<file path="config.mk">
export PLATFORM = sky130hd
export DESIGN_NAME = cascade_port_node
export DESIGN_NICKNAME = d
export VERILOG_FILES = /design/src/rtl/cpn_pkg.sv /design/src/rtl/cpn_shifter.sv /design/src/rtl/cpn_router.sv /design/src/rtl/cpn_ctrl_regs.sv /design/src/rtl/cascade_port_node.sv
export SDC_FILE = /design/constraint.sdc
export NUM_CORES = 1
export LEC_CHECK = 0
export BUFFER_PORTS_ARGS = -buffer_cell sky130_fd_sc_hd__buf_4
export CAP_MARGIN = 25
export CORE_ASPECT_RATIO = 1.2
export CORE_UTILIZATION = 35
export DETAILED_ROUTE_END_ITERATION = 16
export PLACE_DENSITY = 0.54
export SYNTH_ARGS = -nofsm -noshare
export SYNTH_HDL_FRONTEND = slang
export SYNTH_SLANG_ARGS = --single-unit
</file>
<file path="constraint.sdc">
create_clock -name clk -period 2.35 [get_ports clk]
set_input_delay 0.235 -clock clk [delete_from_list [all_inputs] [get_ports clk]]
set_output_delay 0.235 -clock clk [all_outputs]
set_load 0.01 [all_outputs]
</file>
<file path="src/rtl/cpn_pkg.sv">
package cpn_pkg;

  // What the node does with a completed incoming word
  typedef enum logic [1:0] {
    RT_FWD   = 2'd0,   // pass (possibly modified) word downstream
    RT_WRITE = 2'd1,   // absorb and write a control register
    RT_LATCH = 2'd2    // absorb and latch into the DAC register
  } route_e;

endpackage

</file>
<file path="src/rtl/cpn_shifter.sv">
module cpn_shifter #(
  parameter int WORD_W = 16
) (
  input  logic              clk,
  input  logic              rst,
  input  logic              load,
  input  logic [WORD_W-1:0] load_word,
  input  logic              sin_fs,
  input  logic              sin_data,
  input  logic              fwd,
  input  logic [WORD_W-1:0] fwd_word,
  output logic              sout_fs,
  output logic              sout_data,
  output logic [WORD_W-1:0] rx_word,
  output logic              done
);

  localparam int CNT_W = $clog2(WORD_W + 1);
  localparam logic [CNT_W-1:0] LAST = CNT_W'(WORD_W - 1);

  logic [WORD_W-1:0] sreg;
  logic [CNT_W-1:0]  bcnt;
  logic              busy;
  logic              got_in;

  // word as it stands after the shift taken at this edge
  assign rx_word   = {sreg[WORD_W-2:0], sin_data};
  assign done      = busy && got_in && (bcnt == LAST);
  assign sout_data = sreg[WORD_W-1];

  always_ff @(posedge clk) begin
    if (rst) begin
      sreg    <= '0;
      bcnt    <= '0;
      busy    <= 1'b0;
      got_in  <= 1'b0;
      sout_fs <= 1'b0;
    end else begin
      sout_fs <= load | (done & fwd);
      if (load) begin
        sreg   <= load_word;
        busy   <= 1'b0;
        got_in <= 1'b0;
        bcnt   <= '0;
      end else if (busy) begin
        sreg <= (done && fwd) ? fwd_word : rx_word;
        if (bcnt == LAST) begin
          busy <= 1'b0;
          bcnt <= '0;
        end else begin
          bcnt <= bcnt + 1'b1;
        end
      end else if (sin_fs || sout_fs) begin
        busy   <= 1'b1;
        got_in <= sin_fs;
        bcnt   <= '0;
      end
    end
  end


  load_fs_chk: assert property (@(posedge clk) disable iff (rst)
    load |=> sout_fs);


  load_msb_chk: assert property (@(posedge clk) disable iff (rst)
    load |=> (sout_data == $past(load_word[WORD_W-1])));


  fs_idle_chk: assert property (@(posedge clk) disable iff (rst)
    sout_fs |-> !busy);

endmodule

</file>
<file path="src/rtl/cpn_router.sv">
module cpn_router
  import cpn_pkg::*;
#(
  parameter int WORD_W = 16,
  parameter int DEV_AW = 3,
  parameter int REG_AW = 3
) (
  input  logic [WORD_W-1:0]                      rx_word,
  input  logic                                   data_mode,
  input  logic [DEV_AW-1:0]                      dev_count,
  input  logic [DEV_AW-1:0]                      fcnt,
  input  logic [WORD_W-2-DEV_AW-REG_AW-1:0]      reg_a,
  input  logic [WORD_W-2-DEV_AW-REG_AW-1:0]      reg_b,
  output route_e                                 route,
  output logic [WORD_W-1:0]                      tx_word
);

  localparam int DATA_W = WORD_W - 2 - DEV_AW - REG_AW;
  localparam int CTL_B  = WORD_W - 1;
  localparam int RW_B   = WORD_W - 2;
  localparam int REG_LO = DATA_W;
  localparam int DEV_LO = DATA_W + REG_AW;

  logic [DEV_AW-1:0] dev;
  logic [REG_AW-1:0] rsel;
  logic [DATA_W-1:0] rd_val;

  assign dev  = rx_word[DEV_LO +: DEV_AW];
  assign rsel = rx_word[REG_LO +: REG_AW];

  always_comb begin
    if (rsel == REG_AW'(0))      rd_val = reg_a;
    else if (rsel == REG_AW'(1)) rd_val = reg_b;
    else                         rd_val = '0;
  end

  always_comb begin
    tx_word = rx_word;
    route   = RT_FWD;
    if (data_mode) begin
      // count 0 wraps to all-ones, i.e. the maximum cascade length
      if (fcnt == DEV_AW'(dev_count - 1'b1)) route = RT_LATCH;
    end else if (rx_word[CTL_B]) begin
      if (dev != '0)          tx_word[DEV_LO +: DEV_AW] = dev - 1'b1;
      else if (rx_word[RW_B]) route = RT_WRITE;
      else                    tx_word[DATA_W-1:0] = rd_val;
    end
  end

endmodule

</file>
<file path="src/rtl/cpn_ctrl_regs.sv">
module cpn_ctrl_regs
  import cpn_pkg::*;
#(
  parameter int WORD_W = 16,
  parameter int DEV_AW = 3,
  parameter int REG_AW = 3
) (
  input  logic                               clk,
  input  logic                               rst,
  input  logic                               done,
  input  route_e                             route,
  input  logic [WORD_W-1:0]                  rx_word,
  output logic [WORD_W-2-DEV_AW-REG_AW-1:0]  reg_a,
  output logic [WORD_W-2-DEV_AW-REG_AW-1:0]  reg_b,
  output logic                               data_mode,
  output logic [DEV_AW-1:0]                  dev_count,
  output logic [DEV_AW-1:0]                  fcnt,
  output logic [WORD_W-1:0]                  dac_word,
  output logic                               dac_stb
);

  localparam int DATA_W = WORD_W - 2 - DEV_AW - REG_AW;
  localparam int N_CREG = 2;

  logic [N_CREG-1:0][DATA_W-1:0] creg_q;
  logic [REG_AW-1:0]             rsel;
  logic                          wr_ok;
  logic                          latch_ok;

  assign rsel     = rx_word[DATA_W +: REG_AW];
  assign wr_ok    = done && (route == RT_WRITE);
  assign latch_ok = done && (route == RT_LATCH);

  for (genvar g = 0; g < N_CREG; g++) begin : g_creg
    localparam logic [DATA_W-1:0] RST_V = {{(DATA_W-1){1'b0}}, (g == 0)};
    logic [DATA_W-1:0] q;
    always_ff @(posedge clk) begin
      if (rst)                                q <= RST_V;
      else if (wr_ok && rsel == REG_AW'(g))   q <= rx_word[DATA_W-1:0];
    end
    assign creg_q[g] = q;
  end

  assign reg_a     = creg_q[0];
  assign reg_b     = creg_q[1];
  assign dev_count = reg_a[DEV_AW-1:0];
  assign data_mode = reg_a[DEV_AW];

  always_ff @(posedge clk) begin
    if (rst) begin
      fcnt     <= '0;
      dac_word <= '0;
      dac_stb  <= 1'b0;
    end else begin
      dac_stb <= latch_ok;
      if (latch_ok) begin
        dac_word <= rx_word;
        fcnt     <= '0;
      end else if (done && data_mode) begin
        fcnt <= fcnt + 1'b1;
      end
    end
  end


  latch_mode_chk: assert property (@(posedge clk) disable iff (rst)
    dac_stb |-> data_mode);


  stb_pulse_chk: assert property (@(posedge clk) disable iff (rst)
    dac_stb |=> !dac_stb);


  cnt_range_chk: assert property (@(posedge clk) disable iff (rst)
    (dev_count != '0) |-> (fcnt < dev_count));


  reg_lock_chk: assert property (@(posedge clk) disable iff (rst)
    !$stable(creg_q) |-> !$past(data_mode));

endmodule

</file>
<file path="src/rtl/cascade_port_node.sv">
module cascade_port_node
  import cpn_pkg::*;
#(
  parameter int WORD_W = 16,
  parameter int DEV_AW = 3,
  parameter int REG_AW = 3
) (
  input  logic                               clk,
  input  logic                               rst,
  input  logic                               sample_evt,
  input  logic [WORD_W-1:0]                  adc_word,
  input  logic                               sin_fs,
  input  logic                               sin_data,
  output logic                               sout_fs,
  output logic                               sout_data,
  output logic [WORD_W-1:0]                  dac_word,
  output logic                               dac_stb,
  output logic [WORD_W-2-DEV_AW-REG_AW-1:0]  ctrl_a,
  output logic [WORD_W-2-DEV_AW-REG_AW-1:0]  ctrl_b
);

  localparam int DATA_W = WORD_W - 2 - DEV_AW - REG_AW;

  logic [WORD_W-1:0] rx_word;
  logic [WORD_W-1:0] tx_word;
  logic              done;
  route_e            route;
  logic              data_mode;
  logic [DEV_AW-1:0] dev_count;
  logic [DEV_AW-1:0] fcnt;
  logic [DATA_W-1:0] reg_a;
  logic [DATA_W-1:0] reg_b;

  cpn_shifter #(.WORD_W(WORD_W)) u_shift (
    .clk       (clk),
    .rst       (rst),
    .load      (sample_evt),
    .load_word (adc_word),
    .sin_fs    (sin_fs),
    .sin_data  (sin_data),
    .fwd       (route == RT_FWD),
    .fwd_word  (tx_word),
    .sout_fs   (sout_fs),
    .sout_data (sout_data),
    .rx_word   (rx_word),
    .done      (done)
  );

  cpn_router #(.WORD_W(WORD_W), .DEV_AW(DEV_AW), .REG_AW(REG_AW)) u_route (
    .rx_word   (rx_word),
    .data_mode (data_mode),
    .dev_count (dev_count),
    .fcnt      (fcnt),
    .reg_a     (reg_a),
    .reg_b     (reg_b),
    .route     (route),
    .tx_word   (tx_word)
  );

  cpn_ctrl_regs #(.WORD_W(WORD_W), .DEV_AW(DEV_AW), .REG_AW(REG_AW)) u_regs (
    .clk       (clk),
    .rst       (rst),
    .done      (done),
    .route     (route),
    .rx_word   (rx_word),
    .reg_a     (reg_a),
    .reg_b     (reg_b),
    .data_mode (data_mode),
    .dev_count (dev_count),
    .fcnt      (fcnt),
    .dac_word  (dac_word),
    .dac_stb   (dac_stb)
  );

  assign ctrl_a = reg_a;
  assign ctrl_b = reg_b;


  no_fwd_on_write_chk: assert property (@(posedge clk) disable iff (rst)
    (done && route == RT_WRITE && !sample_evt) |=> !sout_fs);

endmodule

</file>
# After elaboration in Yosys (flattened, before gate mapping)
# Cells that the tools add are included.
# word_totals
output_inout_bits	35
reg_bits	60
# classes
muxes	23
n_eq_ne	5
n_reduce_logical	17
bitwise	3
addsub	4
# op_table
cell	count
8-bit 2-to-1 mux	6
16-bit 2-to-1 mux	2
5-bit 2-to-1 mux	3
14-bit 2-to-1 mux	1
3-bit 2-to-1 mux	3
1-bit logical AND	8
2-bit 2-to-1 mux	4
3-bit by 1-bit subtractor with 3-bit output (second input constant)	2
5-bit by 1-bit adder with 5-bit output (second input constant)	1
5-bit by 4-bit equality test with 1-bit output (second input constant)	1
1-bit 2-to-1 mux	4
2-bit nonzero test	2
2-bit OR reduction	2
3-bit by 1-bit adder with 3-bit output (second input constant)	1
3-bit by 1-bit equality test with 1-bit output (second input constant)	1
3-bit equality test	1
3-bit zero test	1
3-bit nonzero test	1
2-bit by 1-bit equality test with 1-bit output (second input constant)	1
2-bit equality test (second input constant)	1
2-bit zero test	1
2-bit AND reduction	1
1-bit AND	1
1-bit logical OR	1
other kinds (2)	2

# Logic depth before layout (Yosys ltp)
# Gate-level depths: netlist of run 1.
# depth
ltp_word	10
depth_mapped	8
depth_no_buf	6

# Modules after synthesis
# Synthesis of run 1 repeated with hierarchy kept, for this count alone.
# hier_totals
hier_cells	348
area_unflattened_um2	3294.4
# by_module_without_submodules
mod	cells_per_inst	area_per_inst_um2	n_inst
cpn_shifter	172	1450.1	1
cpn_ctrl_regs	120	1402.6	1
cpn_router	55	437.9	1
cascade_port_node	1	3.8	1

# Worst setup path after synthesis of run 1
# OpenSTA, ideal clock, no wires.
# synth_timing
path_type	reg-to-reg
from	reg u_shift.bcnt[0]
to	reg u_regs.g_creg[0].q[6], in the netlist u_regs.reg_a[6]
required_ns	2.218
setup_ns	0.132
t_arrival_ns	1.712
n_path_buf	1
setup_slack_ns	0.505
synth_period_minus_slack_ns	1.845
stages_incl_launch_ff	7
cell_sequence	dfxtp_1 > ha_1 > nand4b_4 > or4_4 > clkbuf_2 > o21ai_0 > a21oi_1
# synth_via
elab_chain_cells	4
# synth_lines
item	line_no	rtl
from (decl)	cpn_shifter.sv:22	logic [CNT_W-1:0] bcnt;
from (signal assigned)	cpn_shifter.sv:51	bcnt <= bcnt + 1'b1;
5-bit by 4-bit equality test with 1-bit output	cpn_shifter.sv:28	assign done = busy && got_in && (bcnt == LAST);
1-bit logical AND	cpn_shifter.sv:28	
1-bit logical AND	cpn_ctrl_regs.sv:31	assign wr_ok = done && (route == RT_WRITE);
1-bit logical AND	cpn_ctrl_regs.sv:39	else if (wr_ok && rsel == REG_AW'(g)) q <= rx_word[DATA_W-1:0];
to (signal assigned)	cpn_ctrl_regs.sv:39	
to (decl)	cpn_ctrl_regs.sv:36	logic [DATA_W-1:0] q;
# No other way between the ends.
# A chain may end at the register's enable or synchronous reset.

# Final worst setup path of run 1
# layout_timing
from	reg u_shift.bcnt[0]
to	reg u_regs.g_creg[1].q[2], in the netlist u_regs.reg_b[2]
# layout_via
elab_chain_cells	4
# layout_lines
item	line_no
5-bit by 4-bit equality test with 1-bit output	cpn_shifter.sv:28
1-bit logical AND	cpn_shifter.sv:28
1-bit logical AND	cpn_ctrl_regs.sv:31
1-bit logical AND	cpn_ctrl_regs.sv:39
to (signal assigned)	cpn_ctrl_regs.sv:39
to (decl)	cpn_ctrl_regs.sv:36
# No other way between the ends.

==> key figures, run 1 <==
Run status
  – Status: finished, final reports clean

Power and ir drop
  – Net switching power: roughly 0.00060 W
  – Part of the power in combinational logic: under 10%
  – Int Power: between 0.0015 and 0.002 W
  – Sequential Power Share: 46.3%
  – PwrDens: roughly 630 mW/mm^2
  – Peak supply drop: between 200 and 300 uV
  – Sw Share: about a quarter
  – Clock share of power: 45.1%
  – Leakage: around 1.4 nW

Floorplan
  – IO Pins: between 50 and 60
  – # rows: 36
  – Die H: 103.6 um
  – Die Wd: a little under 90 um
  – Initial core utilization: a little over a third
  – Core area: ~0.0082 sq mm
  – DIE AREA: 0.008981 sq mm

Finish
  – Fin util: between 40 and 50%
  – Inserted Diodes: 0
  – Fillers: between 800 and 900
  – Area Overhead vs Synth: 23.47%
  – Most common cell after layout, fill and taps aside: buf_4
  – Finished Layout Cells: approximately 500
  – Most frequent cells in the layout: 63 x buf_4, 60 x dfxtp_1, 35 x nand2b_1, 32 x mux2i_1, 27 x a21oi_1
  – Layout cells sized above 1: 24.55%
  – Final layout net count: 408

Clock tree
  – Clock buffer depth: 2
  – CTS resizes: 0
  – H-tree levels: 3
  – Total setup buffers inserted after CTS: 0
  – Num CTS Buffers: 9
  – Worst skew pair latency: roughly 340 ps
  – TritonCTS Sinks: 60
  – Hold-fix buffer count after cts: 0
  – CTS tree: built
  – Root Driver: clkbuf_8
  – Worst-path clk slew: about 70 ps

Yosys
  – Yosys warns: 0
  – Mapped Area: 0.003012 sq mm
  – Synth top area cells: dfxtp_1 40%, mux2i_1 11%, nand2b_1 7.3%
  – Post-synth EDFFs: 0
  – Yosys top cell by area: dfxtp_1
  – Synth Instances: approximately 330
  – Yosys reg bits: 60
  – Share of synthesized registers carrying an async set or reset: 0%
  – Sequential-to-total area share from yosys stat: 39.88%
  – Share of the synthesized area in the top cell type: 39.88%
  – Post-synth top flop: dfxtp_1
  – Netlist cell types: between 40 and 50
  – Mean Syn Cell Area: 9.017 sq um
  – Net count after synthesis: 360

Min path
  – Cell depth of the worst min-delay path: 3
  – Hold endpoint: u_shift.sreg[11]
  – Beginning of the worst hold path: adc_word[11]
  – Worst Hold Class: primary input to flop

STA
  – Pins Over Slew Limit: 0
  – RSZ-0062 raised after global routing: no
  – Fin Hold WS: ~80 ps
  – Fmax: ~0.5 GHz
  – Setup TNS: 0 ps
  – Ratio of final minimum period to clock period: a little over four fifths
  – Final hold viol count: 0
  – Final setup margin: approximately 370 ps
  – Worst-Margin Slew: 729.3 ps
  – Setup Skew: approximately 6.5 ps
  – # setup viols final: 0
  – Slew headroom: 51.31%
  – Post-route minimum period: 1978 ps

Run
  – Max-Cap Viols: 0

Worst setup path
  – WP data arrival: between 2000 and 2500 ps
  – CP Launch Type: flop
  – Worst path required time: roughly 2600 ps
  – Worst-case reg-to-reg path depth: 5
  – R2r setup slk: about 370 ps
  – Setup CP Type: flop to flop
  – CP Capture Type: flop
  – Origin of the critical flop-to-flop path: u_shift.bcnt[0]
  – RR Endpoint: u_regs.reg_b[2]
  – CP Max Fanout: 14

Detailed routing
  – Routed WL per cell: around 15 um
  – WL met1: between 3 and 4 mm
  – Final routed DRC violation total: 0
  – DR vias: between 2,000 and 3,000
  – Max Used Layer: met4
  – Met3 Wirelength: around 430 um
  – Initial DRC Count: 82
  – Met2 routed WL: ~3.4 mm
  – Total Wirelength: between 7 and 8 mm
  – Vias per cell: 5.090
  – Routed Antenna Nets: 0
  – Pre-Repair DR Iteration Count: 4

Global route
  – Gr usage total: a little under a fifth
  – Largest net degree at the start of global routing: 46
  – Vias in the first global route: between 2,000 and 2,500
  – Grt ovf: 0
  – Initial antenna violation count: 0
  – Global-route wire length before repair: 12.62 mm

Place
  – Dpl hpwl: ~5.2 mm
  – Cell total after placement: 485
  – RePlAce Congestion: approximately 0.82
  – IO Port Bufs: between 50 and 60
  – Place WS: 388.6 ps
[metal layers]
layer	GRT usage (%)	up-vias
li1	-	1291
met1	25.81	1179
met2	26.87	70
met3	3.187	10
met4	8.095	0
met5	0	-
[power by group through the flow]
stage | Combinational [W] | Clock, W | Sequential (W)
5_1_grt | 0.000224 | 0.00112 | 0.00108
6_report | 0.000201 | 0.00105 | 0.00108
3_3_place_gp | 0.000201 | 0 | 0.00110
2_1_floorplan | 0.000141 | 0 | 0.00108
4_1_cts | 0.000202 | 0.00108 | 0.00108
3_5_place_dp | 0.000202 | 0 | 0.00110
[through the flow]
stage          instance area (sq um)  total power, W
6_report                        3719        0.002331
5_1_grt                         3719        0.002429
4_1_cts                         3719        0.002359
3_5_place_dp                    3495        0.001305
3_3_place_gp                    3495        0.001303
2_1_floorplan                   3012        0.001224
[sequential cells by signal, indices dropped and copies added (netlist names)]
| name | cells |
|---|---|
| u_regs.reg_b | 8 |
| u_regs.fcnt | 3 |
| u_regs.reg_a | 8 |
| u_shift.got_in | 1 |
| u_regs.dac_stb | 1 |
| u_shift.bcnt | 5 |
| u_shift.sout_fs | 1 |
| u_shift.busy | 1 |
| u_regs.dac_word | 16 |
| u_shift.sreg | 16 |
[synthesized netlist by cell type, drive strengths merged (2+ instances only)]
cell type and instances:
a21oi 27, a311oi 4, and2 2, buf 12
clkbuf 14, dfxtp 60, ha 5, inv 10
mux2i 32, nand2 16, nand2b 35, nand3 16
nand4 2, nand4b 2, nor2 23, nor3 14
nor3b 3, nor4 3, o21ai 18, o311a 7
o41ai 7, or3 4, xor2 4
[cells by family (layout without fill, tap and decap cells)]
logic type | after synthesis | after routing | synth area share (%)
compound gates | 71 | 71 | 15.70
xor+xnor | 5 | 5 | 1.911
fa+ha+maj | 5 | 5 | 2.077
buf+inv | 36 | 89 | 5.816
flops | 60 | 60 | 39.88
mux | 33 | 33 | 11.01
simple gates | 124 | 124 | 23.60
[critical path, stage by stage (launching register included)]
cell and delay (ps):
dfxtp_1 390, ha_1 280, nand4b_4 230, or4_4 650, o21ai_0 200, a21oi_1 100
[worst max-delay path by stage]
stage / startpoint / end / slack [ps] / cells past startpoint
2_1_floorplan: u_shift.bcnt[0] / u_regs.reg_a[6] / 510 / 6
3_3_place_gp: u_shift.bcnt[0] / u_shift.sreg[12] / 450 / 5
3_5_place_dp: u_shift.bcnt[0] / u_shift.sreg[12] / 390 / 5
4_1_cts: u_shift.bcnt[0] / u_shift.sreg[12] / 370 / 5
5_1_grt: u_shift.bcnt[0] / u_shift.sreg[12] / 210 / 5
6_report: u_shift.bcnt[0] / u_regs.reg_b[2] / 370 / 5
[cell type report]
type / instances / area, sq um / area share, %
clock buffer: 9 / 123.9 / 3.331
clock inverter: 7 / 100.1 / 2.692
inverter: 10 / 37.54 / 1.009
multi-input combinational: 238 / 1640 / 44.11
sequential: 60 / 1201 / 32.30
tap: 114 / 142.6 / 3.836
timing repair buffer: 63 / 473.0 / 12.72
Power figures use the tool's default switching activity.
==> run 2, diff against run 1 <==
--- a/config.mk
+++ b/config.mk
@@ -5,12 +5,13 @@
 export SDC_FILE = /design/constraint.sdc
 export NUM_CORES = 1
 export LEC_CHECK = 0
+export ABC_AREA = 1
 export BUFFER_PORTS_ARGS = -buffer_cell sky130_fd_sc_hd__buf_4
 export CAP_MARGIN = 25
 export CORE_ASPECT_RATIO = 1.2
 export CORE_UTILIZATION = 35
 export DETAILED_ROUTE_END_ITERATION = 16
-export PLACE_DENSITY = 0.54
+export PLACE_DENSITY = 0.56
 export SYNTH_ARGS = -nofsm -noshare
 export SYNTH_HDL_FRONTEND = slang
 export SYNTH_SLANG_ARGS = --single-unit
==> constraint.sdc (replaced) <==
create_clock -name clk -period 1.75 [get_ports clk]
set_input_delay 0.175 -clock clk [delete_from_list [all_inputs] [get_ports clk]]
set_output_delay 0.175 -clock clk [all_outputs]
set_load 0.01 [all_outputs]
==> run 2 against run 1 <==
Against the previous run:
- maximum frequency rose by 14%
- design area rose by 0.94%
- clock skew rose by 1.1 ps
- total power rose by 37%
- synthesized cell count rose by 9.0%
==> key figures, run 2 <==
Yosys
  – Yosys warns: 0 (unchanged)
  – Net count after synthesis: 390 (+8.3%)
  – Most frequent cell after synthesis: nand2_1
  – Mapped Area: 0.002745 sq mm (-8.8%)
  – Mean Syn Cell Area: 7.542 sq um (-16%)
  – Post-synth top flop: dfxtp_1
  – Synth Instances: 364 (+9.0%)
  – Yosys top cell by area: dfxtp_1
  – Post-synth EDFFs: 0 (unchanged)
  – Synth top area cells: dfxtp_1 44%, nand2_1 10%, inv_1 7.0%
  – Yosys reg bits: 60 (unchanged)
  – Netlist cell types: 34 (-26%)
  – Share of synthesized registers carrying an async set or reset: 0% (unchanged)
  – Top post-synthesis cells by count: 74 x nand2_1, 60 x dfxtp_1, 51 x inv_1
  – Sequential-to-total area share from yosys stat: 43.76% (+3.9 points)
  – Share of the synthesized area in the top cell type: 43.76% (+3.9 points)

Clock tree
  – H-tree levels: 3 (unchanged)
  – Worst skew pair latency: 340 ps (about the same)
  – Hold-fix buffer count after cts: 0 (unchanged)
  – Clock buffer depth: 2 (unchanged)
  – CTS tree: built
  – Num CTS Buffers: 9 (unchanged)
  – Root Driver: clkbuf_8
  – TritonCTS Sinks: 60 (unchanged)
  – Worst-path clk slew: 70 ps (about the same)

Detailed routing
  – Vias per cell: 4.962 (-2.5%)
  – Routed WL per cell: 13.66 um (-10%)
  – Total Wirelength: 7.459 mm (-2.2%)
  – Pre-Repair DR Iteration Count: 4 (unchanged)
  – Final routed DRC violation total: 0 (unchanged)
  – Initial DRC Count: 137 (+67%)
  – DR vias: 2,709 (+6.2%)
  – Routed Antenna Nets: 0 (unchanged)

Floorplan
  – Die H: 99.02 um (-4.4%)
  – DIE AREA: 0.008203 sq mm (-8.7%)
  – Die Wd: 82.85 um (-4.4%)
  – IO Pins: 56 (unchanged)
  – # rows: 35 (-2.8%)
  – Initial core utilization: 36.03% (-0.51 points)
  – Core area: 0.007620 sq mm (-7.6%)

STA
  – # setup viols final: 0 (unchanged)
  – Pins Over Slew Limit: 0 (unchanged)
  – Worst-Margin Slew: 433.3 ps (-296.1 ps)
  – Final hold viol count: 0 (unchanged)
  – RSZ-0062 raised after global routing: yes
  – Slew headroom: 70.89% (+20 points)
  – Setup TNS: 0 ps (unchanged)
  – Final setup margin: 14.46 ps (-357.1 ps)
  – Fmax: 0.5762 GHz (+14%)
  – Fin Hold WS: 76.72 ps (-3.644 ps)
  – Setup Skew: 7.578 ps (+1.066 ps)
  – Ratio of final minimum period to clock period: 99.17% (+15 points)
  – Post-route minimum period: 1736 ps (-242.9 ps)

Worst setup path
  – RR Endpoint: u_regs.dac_stb
  – Worst-case reg-to-reg path depth: 8 (+3)
  – Setup CP Type: flop to flop
  – CP Max Fanout: 8 (-6)
  – Origin of the critical flop-to-flop path: u_regs.reg_a[1]
  – R2r setup slk: 10 ps (-360 ps)
  – Worst path required time: 2040 ps (-520 ps)
  – CP Launch Type: flop
  – WP data arrival: 2030 ps (-160 ps)
  – CP Capture Type: flop

Finish
  – Fin area: 0.003754 sq mm (+0.94%)
  – Most common cell after layout, fill and taps aside: buf_4
  – Layout cells sized above 1: 27.75% (+3.2 points)
  – Biggest regs: u_regs.dac_word x16, u_shift.sreg x16
  – Area Overhead vs Synth: 36.74%
  – Most frequent cells in the layout: 87 x buf_4, 73 x nand2_1, 58 x dfxtp_1, 49 x inv_1, 35 x nand3_1
  – Final layout net count: 475 (+16%)
  – Inserted Diodes: 0 (unchanged)
  – Finished Layout Cells: 546 (+9.0%)

Global route
  – Initial antenna violation count: 0 (unchanged)
  – Largest net degree at the start of global routing: 21 (-54%)
  – Vias in the first global route: 2,480 (+2.0%)
  – Grt ovf: 0 (unchanged)
  – Gr usage total: 18.14% (-0.11 points)
  – Global-route wire length before repair: 11.81 mm (-6.4%)

Min path
  – Cell depth of the worst min-delay path: 3 (unchanged)
  – Beginning of the worst hold path: sin_data
  – Hold endpoint: u_regs.dac_word[0]
  – Worst Hold Class: primary input to flop

Power and ir drop
  – Peak supply drop: 490.1 uV (+90%)
  – PwrDens: 849.1 mW/mm^2 (+35%)
  – Leakage: 1.651 nW (+17%)

Place
  – Place WS: 7.488 ps (-381.1 ps)
  – IO Port Bufs: 55 (unchanged)
  – Cell total after placement: 523 (+7.8%)
  – RePlAce Congestion: 0.8154 (-0.51%)
  – Dpl cell area: 0.003403 sq mm (-2.6%)
  – Dpl hpwl: 5.316 mm (+1.4%)

Run status
  – Status: finished, final reports clean

Run
  – Max-Cap Viols: 0 (unchanged)
==> run 2: routing by layer <==
layer  track usage [%]  routed length, um  up-vias
li1                  -                  -     1379
met1             22.44               3300     1261
met2             30.64               3752       58
met3             3.601                291       11
met4             7.825                115        0
met5                 0                  0        -
==> run 2: how the worst max path moves through the flow <==
| stage | from | end | slack (ps) | cells past startpoint |
|---|---|---|---|---|
| detailed placement | u_regs.reg_a[0] | u_regs.dac_word[7] | 7 | 9 |
| global placement | u_regs.reg_a[0] | u_regs.dac_word[5] | 70 | 9 |
| finish | u_regs.reg_a[1] | u_regs.dac_stb | 10 | 8 |
| global route | u_regs.reg_a[1] | u_regs.dac_word[0] | -90 | 9 |
| CTS | u_regs.reg_a[0] | u_regs.dac_word[7] | 9 | 9 |
| floorplan | u_regs.reg_a[0] | u_regs.dac_word[10] | 40 | 9 |
==> run 2: cell families (layout without fill, tap and decap cells) <==
| family | after synthesis | count (layout) | share of synthesized area [%] |
|---|---|---|---|
| DFF | 60 | 60 | 43.76 |
| and+or+nand+nor | 138 | 139 | 23.61 |
| AOI/OAI and AO/OA | 89 | 89 | 18.96 |
| xor gates and xnor gates | 4 | 4 | 1.276 |
| adders and majority gates | 5 | 5 | 2.279 |
| buffers and inverters | 68 | 157 | 10.12 |
==> run 2: worst max-delay path: stages (launching register included) <==
cell and delay, ps:
dfxtp_2 360, inv_4 40, ha_4 250, xor2_1 150
nand3_1 150, nor2_4 170, nand3_4 160, nor2_4 240
buf_4 160
==> run 2: metrics by stage <==
| step | total power [W] | utilization, % |
|---|---|---|
| 4_1_cts | 0.003206 | 47.80 |
| 3_5_place_dp | 0.001697 | 44.66 |
| 2_1_floorplan | 0.001573 | - |
| 6_report | 0.003187 | 49.26 |
| 5_1_grt | 0.003308 | 49.26 |
| 3_3_place_gp | 0.001694 | 44.66 |
==> run 2: repair_timing <==
item,4_1_cts,5_1_grt
setup buffers,0,6
hold endpoints to repair,0,0
pin swaps,1,12
gates cloned,0,1
setup endpoints to repair,12,33
gates resized for setup,0,17
==> run 2: area by class of cell <==
cell class / count / area [sq um]
Fill cell: 794 / 3866
Multi-Input combinational cell: 237 / 1323
Sequential cell: 60 / 1204
Timing Repair Buffer: 89 / 675.6
Inverter: 52 / 197.7
Clock buffer: 9 / 123.9
Clock inverter: 7 / 115.1
Tap cell: 92 / 115.1
==> run 2: where the power goes <==
part	total [W]	switching [W]	internal (W)
clock	0.00152	0.000576	0.000940
combinational	0.000252	0.000141	0.000110
sequential	0.00142	0.0000283	0.00139
==> run 3, diff against run 2 <==
--- a/config.mk
+++ b/config.mk
@@ -8,7 +8,7 @@
 export ABC_AREA = 1
 export BUFFER_PORTS_ARGS = -buffer_cell sky130_fd_sc_hd__buf_4
 export CAP_MARGIN = 25
-export CORE_ASPECT_RATIO = 1.2
+export CORE_ASPECT_RATIO = 0.6
 export CORE_UTILIZATION = 35
 export DETAILED_ROUTE_END_ITERATION = 16
 export PLACE_DENSITY = 0.56
==> run 3 against run 2 <==
Against the previous run:
- sequential power barely moved
- design area fell by 0.80%
- worst setup slack improved by 63 ps
- highest routed layer unchanged
- clock power rose by 9%
- flip-flop and latch count did not move
- largest cell class unchanged
- clock skew fell by 1.6 ps
- non-clock buffer count fell by 10
- global-route usage rose by 0.73 points
==> key figures, run 3 (synthesis gave the netlist of run 2 again) <==
STA
  – Ratio of final minimum period to clock period: 95.55% (-3.6 points)
  – Final hold viol count: 0 (unchanged)
  – Final setup margin: 77.86 ps (+63.41 ps)
  – Slew headroom: 73.25% (+2.4 points)
  – RSZ-0062 raised after global routing: yes
  – Pins Over Slew Limit: 0 (unchanged)
  – # setup viols final: 0 (unchanged)
  – Fmax: 0.5980 GHz (+3.8%)
  – Worst-Margin Slew: 398.1 ps (-35.16 ps)
  – Setup Skew: 5.937 ps (-1.641 ps)
  – Post-route minimum period: 1672 ps (-63.41 ps)

Worst setup path
  – CP Max Fanout: 10 (+2)
  – CP Launch Type: flop
  – Setup CP Type: flop to flop
  – WP data arrival: 1930 ps (-100 ps)
  – Worst path required time: 2010 ps (-30 ps)
  – CP Capture Type: flop

Place
  – Dpl cell area: 0.003381 sq mm (-0.66%)
  – RePlAce Congestion: 0.8451 (+3.6%)
  – IO Port Bufs: 55 (unchanged)
  – Place WS: 42.77 ps (+35.28 ps)
  – Dpl hpwl: 5.329 mm (+0.25%)

Clock tree
  – Worst skew pair latency: 330 ps (about the same)
  – Worst-path clk slew: 50 ps (-20 ps)
  – TritonCTS Sinks: 60 (unchanged)
  – Root Driver: clkbuf_16
  – Num CTS Buffers: 9 (unchanged)
  – CTS tree: built
  – Clock buffer depth: 2 (unchanged)
  – H-tree levels: 3 (unchanged)

Finish
  – Fin util: 50.20% (+0.94 points)
  – Fillers: 738 (-7.1%)
  – Multi-input logic area: 0.001318 sq mm (-0.38%)
  – Area Overhead vs Synth: 35.64%
  – Most common cell after layout, fill and taps aside: buf_4
  – Inserted Diodes: 0 (unchanged)
  – Layout cells sized above 1: 25.34% (-2.4 points)
  – Most frequent cells in the layout: 77 x buf_4, 74 x nand2_1, 58 x dfxtp_1, 49 x inv_1, 35 x nand3_1
  – Fin area: 0.003724 sq mm (-0.80%)
  – Final layout net count: 465 (-2.1%)
  – Biggest regs: u_regs.dac_word x16, u_shift.sreg x16
  – Register area: 0.001204 sq mm (unchanged)

Floorplan
  – IO Pins: 56 (unchanged)
  – Die H: 70.60 um (-29%)
  – DIE AREA: 0.008213 sq mm (+0.13%)
  – Die Wd: 116.3 um (+40%)
  – Initial core utilization: 37.01% (+0.98 points)
  – Core area: 0.007417 sq mm (-2.7%)
  – # rows: 24 (-31%)

Detailed routing
  – Total Wirelength: 7.339 mm (-1.6%)
  – Final routed DRC violation total: 0 (unchanged)
  – DR vias: 2,640 (-2.5%)
  – Routed WL per cell: 13.44 um (-1.6%)
  – Routed Antenna Nets: 0 (unchanged)
  – Vias per cell: 4.835 (-2.5%)
  – Pre-Repair DR Iteration Count: 4 (unchanged)
  – Initial DRC Count: 129 (-5.8%)

Power and ir drop
  – Total power: 0.003331 W (+4.5%)
  – PwrDens: 894.6 mW/mm^2 (+5.4%)
  – Leakage: 1.615 nW (-2.2%)
  – Peak supply drop: 826.7 uV (+69%)

Global route
  – Met1 GRT Util: 26.72% (+4.3 points)
  – Global-route wire length before repair: 11.70 mm (-0.99%)
  – Initial antenna violation count: 0 (unchanged)
  – Gr busiest metal: met2
  – Gr usage total: 18.87% (+0.73 points)
  – Grt ovf: 0 (unchanged)
  – Met3 Usage GRT: 5.570% (+2.0 points)
  – Largest net degree at the start of global routing: 21 (unchanged)
  – Vias in the first global route: 2,445 (-1.4%)
  – Met2 Use GR: 27.02% (-3.6 points)

Run
  – Max-Cap Viols: 0 (unchanged)

Min path
  – Worst Hold Class: primary input to flop

Run status
  – Status: finished, final reports clean
## run 3: cell types whose count changed in the layout (fill, tap and decap cells not counted), moves of 2 or more
cell        previous run  this run
clkbuf_8               9         0
o21ai_0               22        24
clkbuf_1               0         2
bufinv_16              3         1
clkbuf_16              0         9
o21ai_1                2         0
clkinvlp_4             2         0
buf_4                 87        77
## run 3: repair_timing
item / in CTS / in global routing
setup endpoints to repair: 0 / 43
buffers inserted: 0 / 1
hold buffers: 0 / 0
resized for setup: 0 / 15
## run 3: where the power goes
part | switching [W] | internal (W) | total (W)
combinational | 0.000140 | 0.000109 | 0.000248
sequential | 0.0000282 | 0.00140 | 0.00142
clock | 0.000581 | 0.00108 | 0.00166
total | 0.000749 | 0.00258 | 0.00333
## run 3: worst paths after layout
check,startpoint,endpoint,slack [ps],cells after the start
worst max-delay path,u_shift.bcnt[1],u_regs.reg_a[6],80,8
worst min-delay path,sin_data,u_regs.dac_word[0],80,3
worst max register to register,u_shift.bcnt[1],u_regs.reg_a[6],80,8
worst min register to register,u_shift.sreg[9],u_regs.dac_word[10],440,2
## run 3: area by class of cell
| cell class | instances | area share, % |
|---|---|---|
| Clock inverter | 3 | 1.075 |
| Clock buffer | 11 | 6.250 |
| Inverter | 52 | 5.242 |
| Multi-Input combinational cell | 237 | 35.38 |
| Tap cell | 104 | 3.495 |
| Timing Repair Buffer | 79 | 16.23 |
| Sequential cell | 60 | 32.33 |
## run 3: worst max-delay path: stages, from the launching register on
cell      delay [ps]
dfxtp_1          360
ha_2             220
nand3_4          110
nor3_4           220
buf_4            160
nand3b_1          70
buf_4            180
buf_4            140
a21oi_1          150
## run 3: per-layer routing
metal,vias to the layer above,routed length (um)
met5,-,0
met4,0,87
met3,8,387
met2,56,3012
met1,1220,3853
li1,1356,-
## run 3: stage by stage
step           setup TNS, ps  hold WS (ps)  instances
3_3_place_gp               0         416.2        530
6_report                   0         81.71        546
2_1_floorplan              0         278.1        364
3_5_place_dp               0         415.3        530
4_1_cts                    0         72.94        544
5_1_grt               -512.3         91.73        546
